## config.mk

```make
export PLATFORM = sky130hd
export DESIGN_NAME = mdrop_addr_ctrl
export DESIGN_NICKNAME = d
export VERILOG_FILES = /design/src/rtl/mdrop_pkg.sv /design/src/rtl/mdrop_addr_cmp.sv /design/src/rtl/mdrop_en_fsm.sv /design/src/rtl/mdrop_pass_sel.sv /design/src/rtl/mdrop_addr_ctrl.sv
export SDC_FILE = /design/constraint.sdc
export NUM_CORES = 1
export LEC_CHECK = 0
export ABC_AREA = 1
export ABC_CLOCK_PERIOD_IN_PS = 900
export CORE_ASPECT_RATIO = 0.8
export CORE_MARGIN = 1.5
export CORE_UTILIZATION = 35
export CTS_BUF_LIST = sky130_fd_sc_hd__clkbuf_16
export CTS_CLUSTER_DIAMETER = 60
export DETAILED_ROUTE_END_ITERATION = 7
export GPL_TIMING_DRIVEN = 0
export HOLD_SLACK_MARGIN = 0.15
export PLACE_DENSITY = 0.77
export RECOVER_POWER = 100
export SLEW_MARGIN = 20
export SYNTH_ARGS = -nofsm -noshare
export SYNTH_HDL_FRONTEND = slang
export SYNTH_SLANG_ARGS = --single-unit
```

## constraint.sdc

```tcl
create_clock -name clk -period 0.9 [get_ports clk]
set_input_delay 0.225 -clock clk [delete_from_list [all_inputs] [get_ports clk]]
set_output_delay 0.225 -clock clk [all_outputs]
set_load 0.05 [all_outputs]
```

## src/rtl/mdrop_pkg.sv

```systemverilog
package mdrop_pkg;
   typedef enum logic [1:0] {
      MD_HOST  = 2'b00,
      MD_FULL  = 2'b01,
      MD_WAKE  = 2'b10,
      MD_SLEEP = 2'b11
   } md_mode_e;

   // automatic mode may raise the enable on a hit
   function automatic logic md_sets(md_mode_e m);
      return (m == MD_FULL) || (m == MD_WAKE);
   endfunction

   // automatic mode may drop the enable on a miss
   function automatic logic md_clears(md_mode_e m);
      return (m == MD_FULL) || (m == MD_SLEEP);
   endfunction

   // host commands are honoured
   function automatic logic md_host_ok(md_mode_e m);
      return m != MD_FULL;
   endfunction
endpackage

```

## src/rtl/mdrop_addr_cmp.sv

```systemverilog
module mdrop_addr_cmp #(
   parameter int DW    = 8,
   parameter int NSLOT = 2
) (
   input  logic [DW-1:0]       chr_i,
   input  logic [NSLOT*DW-1:0] slot_addr_i,
   input  logic [NSLOT-1:0]    slot_on_i,
   output logic                hit_o
);
   logic [NSLOT-1:0] slot_hit;

   for (genvar k = 0; k < NSLOT; k++) begin : g_slot
      assign slot_hit[k] = slot_on_i[k] && (chr_i == slot_addr_i[k*DW +: DW]);
   end

   assign hit_o = |slot_hit;
endmodule

```

## src/rtl/mdrop_en_fsm.sv

```systemverilog
module mdrop_en_fsm
   import mdrop_pkg::*;
(
   input  logic     clk,
   input  logic     rst_n,
   input  md_mode_e mode_i,
   input  logic     chr_vld_i,
   input  logic     is_addr_i,
   input  logic     hit_i,
   input  logic     host_en_i,
   input  logic     host_dis_i,
   output logic     rx_en_o
);
   logic rx_en_q, rx_en_d;
   logic addr_evt;

   assign addr_evt = chr_vld_i && is_addr_i && (mode_i != MD_HOST);

   always_comb begin
      rx_en_d = rx_en_q;
      if (md_host_ok(mode_i) && (host_en_i || host_dis_i)) begin
         rx_en_d = !host_dis_i;
      end else if (addr_evt) begin
         if (hit_i && md_sets(mode_i))        rx_en_d = 1'b1;
         else if (!hit_i && md_clears(mode_i)) rx_en_d = 1'b0;
      end
   end

   always_ff @(posedge clk or negedge rst_n) begin
      if (!rst_n) rx_en_q <= 1'b0;
      else        rx_en_q <= rx_en_d;
   end

   assign rx_en_o = rx_en_q;

   AST_HOST_NO_AUTO: assert property (@(posedge clk) disable iff (!rst_n)
      (mode_i == MD_HOST && !host_en_i && !host_dis_i) |=> $stable(rx_en_q));
   AST_FULL_HIT_OPENS: assert property (@(posedge clk) disable iff (!rst_n)
      (mode_i == MD_FULL && chr_vld_i && is_addr_i && hit_i) |=> rx_en_q);
   AST_FULL_IGNORES_HOST: assert property (@(posedge clk) disable iff (!rst_n)
      (mode_i == MD_FULL && !chr_vld_i) |=> $stable(rx_en_q));
   AST_WAKE_MISS_KEEPS: assert property (@(posedge clk) disable iff (!rst_n)
      (mode_i == MD_WAKE && chr_vld_i && is_addr_i && !hit_i && rx_en_q
       && !host_dis_i) |=> rx_en_q);
   AST_SLEEP_HIT_NO_OPEN: assert property (@(posedge clk) disable iff (!rst_n)
      (mode_i == MD_SLEEP && !rx_en_q && !host_en_i) |=> !rx_en_q);
endmodule

```

## src/rtl/mdrop_pass_sel.sv

```systemverilog
module mdrop_pass_sel
   import mdrop_pkg::*;
#(
   parameter int DW = 8
) (
   input  logic          clk,
   input  logic          rst_n,
   input  md_mode_e      mode_i,
   input  logic          keep_addr_i,
   input  logic          chr_vld_i,
   input  logic          is_addr_i,
   input  logic [DW-1:0] chr_i,
   input  logic          hit_i,
   input  logic          rx_en_i,
   output logic          acc_o,
   output logic [DW:0]   acc_chr_o,
   output logic          match_o
);
   logic          take;
   logic          acc_q, match_q;
   logic [DW:0]   chr_q;

   always_comb begin
      if (!chr_vld_i)                       take = 1'b0;
      else if (mode_i == MD_HOST)           take = rx_en_i;
      else if (is_addr_i)                   take = hit_i && keep_addr_i;
      else                                  take = rx_en_i;
   end

   always_ff @(posedge clk or negedge rst_n) begin
      if (!rst_n) begin
         acc_q   <= 1'b0;
         match_q <= 1'b0;
         chr_q   <= '0;
      end else begin
         acc_q <= take;
         if (take) chr_q <= {is_addr_i, chr_i};
         if (chr_vld_i && is_addr_i) match_q <= hit_i;
      end
   end

   assign acc_o     = acc_q;
   assign acc_chr_o = chr_q;
   assign match_o   = match_q;

   AST_ACC_NEEDS_CHAR: assert property (@(posedge clk) disable iff (!rst_n)
      !chr_vld_i |=> !acc_q);
   AST_NO_DATA_WHEN_OFF: assert property (@(posedge clk) disable iff (!rst_n)
      (chr_vld_i && !is_addr_i && !rx_en_i) |=> !acc_q);
   AST_MISS_DROPPED: assert property (@(posedge clk) disable iff (!rst_n)
      (chr_vld_i && is_addr_i && !hit_i && mode_i != MD_HOST) |=> !acc_q);
   AST_MATCH_HOLDS: assert property (@(posedge clk) disable iff (!rst_n)
      !(chr_vld_i && is_addr_i) |=> $stable(match_q));
endmodule

```

## src/rtl/mdrop_addr_ctrl.sv

```systemverilog
module mdrop_addr_ctrl
   import mdrop_pkg::*;
#(
   parameter int DW    = 8,
   parameter int NSLOT = 2
) (
   input  logic                clk,
   input  logic                rst_n,
   input  logic [1:0]          mode_i,
   input  logic                keep_addr_i,
   input  logic [NSLOT*DW-1:0] slot_addr_i,
   input  logic [NSLOT-1:0]    slot_on_i,
   input  logic                chr_vld_i,
   input  logic [DW-1:0]       chr_i,
   input  logic                ninth_i,
   input  logic                host_en_i,
   input  logic                host_dis_i,
   output logic                acc_o,
   output logic [DW:0]         acc_chr_o,
   output logic                match_o,
   output logic                rx_en_o
);
   if (DW < 1 || DW > 32) begin : g_bad_dw
      $error("mdrop_addr_ctrl: DW out of range");
   end
   if (NSLOT < 1 || NSLOT > 8) begin : g_bad_nslot
      $error("mdrop_addr_ctrl: NSLOT out of range");
   end

   md_mode_e mode;
   logic     hit;
   logic     rx_en;

   assign mode = md_mode_e'(mode_i);

   mdrop_addr_cmp #(.DW(DW), .NSLOT(NSLOT)) cmp_i (
      .chr_i       (chr_i),
      .slot_addr_i (slot_addr_i),
      .slot_on_i   (slot_on_i),
      .hit_o       (hit)
   );

   mdrop_en_fsm fsm_i (
      .clk        (clk),
      .rst_n      (rst_n),
      .mode_i     (mode),
      .chr_vld_i  (chr_vld_i),
      .is_addr_i  (ninth_i),
      .hit_i      (hit),
      .host_en_i  (host_en_i),
      .host_dis_i (host_dis_i),
      .rx_en_o    (rx_en)
   );

   mdrop_pass_sel #(.DW(DW)) sel_i (
      .clk         (clk),
      .rst_n       (rst_n),
      .mode_i      (mode),
      .keep_addr_i (keep_addr_i),
      .chr_vld_i   (chr_vld_i),
      .is_addr_i   (ninth_i),
      .chr_i       (chr_i),
      .hit_i       (hit),
      .rx_en_i     (rx_en),
      .acc_o       (acc_o),
      .acc_chr_o   (acc_chr_o),
      .match_o     (match_o)
   );

   assign rx_en_o = rx_en;

   AST_RESET_QUIET: assert property (@(posedge clk)
      !rst_n |=> (!acc_o && !rx_en_o && !match_o));
endmodule

```

==> results.ini, run 1 <==
[status]
status = finished with violations
violations = negative hold slack, negative setup slack

[critical_path]
path_depth = 14
crit_family = simple AND/OR/NAND/NOR gates
r2r_cells = 5
r2r-start = fsm_i.rx_en_o
slowest_delay_ps = 150
crit_path_start = chr_i[3]
worst_path_max_delay_cell = nand2_4
crit_fanout = 6
path_buf_inv = 3
end_kind = flop
criticalPathCategory = input pin to flop
crit_path_start_kind = input pin
worstReg2RegEnd = sel_i.acc_chr_o[8]
r2r_slack_ps = -270
cp.required_ps = 1030
crit_arrival_ps = 1420
crit_chain = buf_8, inv_4, nand2_2, nand2_1, inv_1, nand2_1, nor2_1, nand3_1, nand2_2, nand2_2, nand2_4, nand2_8, nand2_4, nand2_2
cp_common_cell = nand2_2
critPathCapture = sel_i.acc_chr_o[6]

[global_routing]
grt_pass1_wl_mm = 4.71
grt_max_degree = 13
grt_util_met2_pct = 45.3
gr-total-overflow = 0
met3_usage_pct = 4.32
use_met1_pct = 26.2
antenna_found_initial = 0
grt_pass1_vias = 1078
grt_util_all_layers_pct = 23.1
busiest_layer = met2

[logic_synthesis]
synth_seq_cells = 12
synthesis.nets = 171
synth.most_common_cell = nand2_1
syn-cell-area_um2 = 883
ys_types = 20
syn_inst = 133
synthTopCellsByCount = nand2_1, inv_1, dfrtp_1, nand3_1, nor2_1
synth-edff-count = 0
yosysWarnings = 0
syn_area_per_cell_um2 = 6.64
synth-main-ff-cell = dfrtp_1
synth_seq_area_share_pct = 34.0
synth_area_leader_cell = dfrtp_1
async_flop_share_pct = 100
synth_top_area_share_pct = 34.0
synth_area_leaders = dfrtp_1, nand2_1, inv_1

[clock_network]
clk_pin_slew_worst_paths_ps = 50
cts_sinks = 12
root_buffer = clkbuf_16
cts_tree = yes
clock_latency_ps = 250
cts_hold_buf = 0
numCtsBuffers = 3
cts_buffer_depth = 2
h-tree-depth = 1

[place]
place_congestion = 0.738
dp.final_hpwl_mm = 1.85
dpl-instance-area_mm2 = 0.00140
io_buffers = 46

[power_and_ir_drop]
ir_drop_mv = 0.705
p_per_area_mw_per_mm2 = 1610
p_leak_nw = 0.965
finalPower_w = 0.00292

[flow_run]
drv_cap = 0

[floorplanning]
row_count = 16
initial_core_util_pct = 36.5
die_w_um = 59.2
die_h_um = 47.9
fp.dieArea_mm2 = 0.00284
ios = 47
coreArea_mm2 = 0.00242

[routing]
routed_wl_mm = 3.64
ant_nets = 0
dr.first_iter.drc_count = 58
viasPerCell = 4.82
wire_per_inst_um = 15.0
dr.pass1.iters = 4
drc = 0
via_count = 1167

[finish]
nFillCells = 167
nets = 245
fin_util_pct = 75.0
final_area_mm2 = 0.00182
area_growth_syn_to_layout_pct = 106
drive_above_1_share_pct = 60.7
antenna_cells = 0

[timing]
worstMarginPinSlew_ps = 686
setup_slack_ps = -384
clock_skew_ps = 3.25
max-slew-margin-rel_pct = 54.3
final-setup-viol-count = 24
max_freq_mhz = 779
hold_viol = 7
post-route-period-util_pct = 143
fin_crit_ps = 1280
drv_slew = 0
tns_ps = -5660
fin_hold_ws_ps = -5.81
rsz0062_at_grt = yes

[hold_path]
hp-class = input pin to asynchronous set/reset pin

==> cell usage in the layout (no fill, tap or decap), types with 3 or more instances in the layout <==
master	instances
nand2_1	33
buf_6	25
buf_4	19
nand2_2	17
buf_2	14
inv_1	12
inv_2	10
dfrtp_1	10
nand3_2	8
nor2_1	5
nand3_1	4
xor2_1	4
nand2_4	4
nor2_4	3
clkbuf_16	3
clkdlybuf4s50_1	3
buf_8	3
==> metal layers <==
metal  up-vias  part of all wire [%]
li1        549                     -
met1       544                    35
met4         0                  0.85
met3         5                   7.4
met5         -                     0
met2        69                    56
==> cells by family after synthesis <==
logic type      count (synthesis)  share of synthesized area, %
simple gates                   78                          38.4
buf+inv                        26                          11.9
flops                          12                          34.0
compound gates                  9                          6.23
xor+xnor                        4                          3.97
fa+ha+maj                       3                          4.25
mux                             1                          1.27
==> power breakdown <==
| group | switching [W] | leakage (nW) | internal, W |
|---|---|---|---|
| Clock | 0.000258 | 0.0385 | 0.000588 |
| Combinational | 0.000759 | 0.778 | 0.000613 |
| Sequential | 0.0000683 | 0.149 | 0.000633 |
| Total | 0.00109 | 0.965 | 0.00183 |
==> flip-flops by register name, indices dropped and copies added (netlist names) <==
signal	count
sel_i.acc_chr_o	9
sel_i.match_o	1
fsm_i.rx_en_o	1
sel_i.acc_o	1
==> how the worst min path moves through the flow <==
stage / startpoint / endpoint / slack [ps] / depth (start not counted)
floorplan: rst_n / fsm_i.rx_en_o / -70 / 0
global placement: sel_i.acc_chr_o[6] / sel_i.acc_chr_o[6] / 450 / 2
detailed placement: sel_i.acc_chr_o[1] / sel_i.acc_chr_o[1] / 470 / 2
CTS: chr_i[5] / sel_i.acc_chr_o[5] / 210 / 3
global route: rst_n / sel_i.acc_chr_o[8] / 60 / 1
finish: rst_n / sel_i.acc_chr_o[8] / -6 / 1
==> layout make-up <==
type	count	area, µm²	share of cell area, %
inverter	25	106	5.85
clock buffer	3	75.1	4.13
clock inverter	1	3.75	0.207
sequential	12	303	16.7
buffer	1	11.3	0.620
tap	36	45.0	2.48
multi-input combinational	96	653	36.0
timing repair buffer	68	619	34.1
==> timing repair <==
item,4_1_cts,5_1_grt
buffers inserted,16,6
cloned,1,0
gates resized for setup,239,37
pin swaps,52,28
hold endpoints to repair,0,12
setup endpoints to repair,24,26
==> stage by stage <==
step	setup WS (ps)	hold slack, ps	cells
after floorplan	-244	-70.6	133
after CTS	-209	213	236
final	-384	-5.81	242
after global routing	-437	56.5	242
after detailed placement	-1060	466	215
after global placement	-1030	454	215
(Power assumes the default switching activity.)
==> inputs of run 2 (changes only) <==
--- a/config.mk
+++ b/config.mk
@@ -8,7 +8,6 @@
 export ABC_AREA = 1
 export ABC_CLOCK_PERIOD_IN_PS = 900
 export CORE_ASPECT_RATIO = 0.8
-export CORE_MARGIN = 1.5
 export CORE_UTILIZATION = 35
 export CTS_BUF_LIST = sky130_fd_sc_hd__clkbuf_16
 export CTS_CLUSTER_DIAMETER = 60
==> run 2 against run 1 <==
Against the previous run: the flow finishes with violations (negative setup slack); worst hold slack improved by 230 ps; routed wire length rose by 12%; critical endpoint is now sel_i.acc_chr_o[3]; setup slack got worse by 21 ps; via count rose by 2.3%; clock power fell by 1%; cell area fell by 2.8%; non-clock buffer count fell by 6; sequential power rose by 2%; clock-buffer cell count did not move.
==> results.ini, run 2 (synthesized netlist as in run 1, its figures left out) <==
[timing]
worstMarginPinSlew_ps = 651  ; -35.2 ps
clock_skew_ps = 2.05  ; -1.20 ps
max_freq_mhz = 766  ; -1.6%
setup_slack_ps = -405  ; -20.9 ps
max-slew-margin-rel_pct = 56.5  ; +2.2 points
rsz0062_at_grt = yes
fin_crit_ps = 1300  ; +20.9 ps
post-route-period-util_pct = 145  ; +2.3 points
hold_viol = 0  ; -7
final-setup-viol-count = 24  ; unchanged
tns_ps = -5600  ; +60.4 ps
drv_slew = 0  ; unchanged

[power_and_ir_drop]
pwr-share-comb_pct = 46.1  ; -0.9 points
intPower_w = 0.00177  ; -3.3%
pwr-share-clk_pct = 29.1  ; about the same
p_leak_nw = 0.943  ; -2.3%
p_per_area_mw_per_mm2 = 1630  ; +1.6%
sw_frac_of_total_pct = 38.5  ; +1.3 points
switchingPower_w = 0.00111  ; +2.3%
ir_drop_mv = 1.05  ; +50%
sequentialPowerShare_pct = 24.8  ; +0.8 points

[place]
io_buffers = 46  ; unchanged
dpl-instance-area_mm2 = 0.00140  ; -0.18%
dp.final_hpwl_mm = 1.86  ; +0.45%
place_ws_ps = -1020  ; +33.8 ps
place_congestion = 0.768  ; +4.1%
place_inst = 213  ; -0.93%

[routing]
via_count = 1194  ; +2.3%
wire_per_inst_um = 17.4  ; +16%
dr.first_iter.drc_count = 91  ; +57%
routed_wl_mm = 4.07  ; +12%
dr.pass1.iters = 4  ; unchanged
ant_nets = 0  ; unchanged
drc = 0  ; unchanged
viasPerCell = 5.10  ; +5.8%

[status]
status = finished with violations
violations = negative setup slack

[global_routing]
grt_util_all_layers_pct = 24.1  ; +0.94 points
gr-total-overflow = 0  ; unchanged
grt_max_degree = 13  ; unchanged
antenna_found_initial = 0  ; unchanged
grt_pass1_vias = 1059  ; -1.8%
grt_pass1_wl_mm = 4.66  ; -1.0%

[finish]
antenna_cells = 0  ; unchanged
layoutNonFillerInstCount = 234  ; -3.3%
fin_util_pct = 77.7  ; +2.7 points
layout_commonest_cell = nand2_1
nFillCells = 146  ; -13%
drive_above_1_share_pct = 56.0  ; -4.7 points
largest_reg_flops = 9  ; unchanged
final_area_mm2 = 0.00177  ; -2.8%
final_cell_mix = nand2_1, buf_6, inv_1, buf_2, buf_4
nets = 239  ; -2.4%
area_growth_syn_to_layout_pct = 99.9

[clock_network]
cts_buffer_depth = 2  ; unchanged
clk_pin_slew_worst_paths_ps = 50  ; about the same
root_buffer = clkbuf_16
h-tree-depth = 1  ; unchanged
numCtsBuffers = 3  ; unchanged
cts_tree = yes
cts_hold_buf = 0  ; unchanged
cts_sinks = 12  ; unchanged
clock_latency_ps = 240  ; about the same

[flow_run]
drv_cap = 0  ; unchanged

[floorplanning]
fp.dieArea_mm2 = 0.00273  ; -3.7%
die_w_um = 58.2  ; -1.7%
row_count = 15  ; -1
coreArea_mm2 = 0.00227  ; -6.2%
ios = 47  ; unchanged
initial_core_util_pct = 38.9  ; +2.4 points
die_h_um = 46.9  ; -2.1%

[critical_path]
crit_arrival_ps = 1430  ; about the same
end_kind = flop
cp.required_ps = 1030  ; about the same
criticalPathCategory = input pin to flop
crit_fanout = 5  ; -1
crit_path_start_kind = input pin

[hold_path]
hp-class = input pin to flop

## run 2: cell types whose count changed in the layout (fill, tap and decap cells not counted), sizes merged
cell	change
clkdlybuf4s15	+1
buf	-7
inv	+1
clkbuf	-1
clkdlybuf4s50	+1
clkinv	-1
## run 2: power by group through the flow
stage | registers, W | clock network (W) | logic, W
floorplan | 0.00101 | 0 | 0.000227
global placement | 0.000684 | 0 | 0.000954
detailed placement | 0.000688 | 0 | 0.000966
CTS | 0.000697 | 0.000818 | 0.00109
global route | 0.000719 | 0.000865 | 0.00138
finish | 0.000716 | 0.000837 | 0.00133
## run 2: cell type report
class                   instances  area [µm²]  area share (%)
well taps                      34        42.5            2.41
inverters                      25         101            5.74
multi-input cells              96         678            38.4
repair buffers                 62         551            31.2
flip-flops and latches         12         303            17.2
clock buffers                   3        75.1            4.25
clock inverters                 1        3.75           0.213
plain buffers                   1        11.3           0.638
## run 2: what timing repair did
action                                 in CTS  in global routing
pin swaps                                  50                 23
gates cloned                                1                  0
gates resized for setup                   234                 30
buffers inserted                           10                  6
endpoints found under the hold margin       0                  0
setup endpoints to repair                  24                 24
## run 2: final timing paths
path,startpoint,endpoint,slack [ps],cells past startpoint
max in group asynchronous,rst_n,sel_i.match_o,60,1
setup reg to reg,fsm_i.rx_en_o,sel_i.acc_chr_o[0],-320,5
hold / removal,chr_i[4],sel_i.acc_chr_o[4],220,3
hold reg to reg,sel_i.match_o,sel_i.match_o,530,1
setup / recovery,chr_i[1],sel_i.acc_chr_o[3],-400,14
min in group asynchronous,rst_n,sel_i.acc_o,390,1
## run 2: critical path, cell delays in order
cell     delay (ps)
buf_8            80
inv_2            40
nand2_1          80
nand2_1          80
inv_1            70
nand2_1          90
nor2_2          110
nand3_1         100
nand2_2         120
nand2_4          70
nand2_8         110
nand2_8          90
nand2_4          90
nand2_2          70
## run 2: metrics by stage
stage | total power, W | hold slack, ps
4_1_cts | 0.00261 | 216
2_1_floorplan | 0.00123 | -70.6
3_3_place_gp | 0.00164 | 456
5_1_grt | 0.00297 | 228
6_report | 0.00288 | 223
3_5_place_dp | 0.00165 | 458
## run 2: metal layers
layer,up-vias,wire (µm),GRT usage [%],share of wire (%)
met4,0,138,8.10,3.4
met1,573,1400,26.3,34
li1,538,-,-,-
met3,14,301,5.79,7.4
met2,69,2230,47.1,55
met5,-,0,0,0
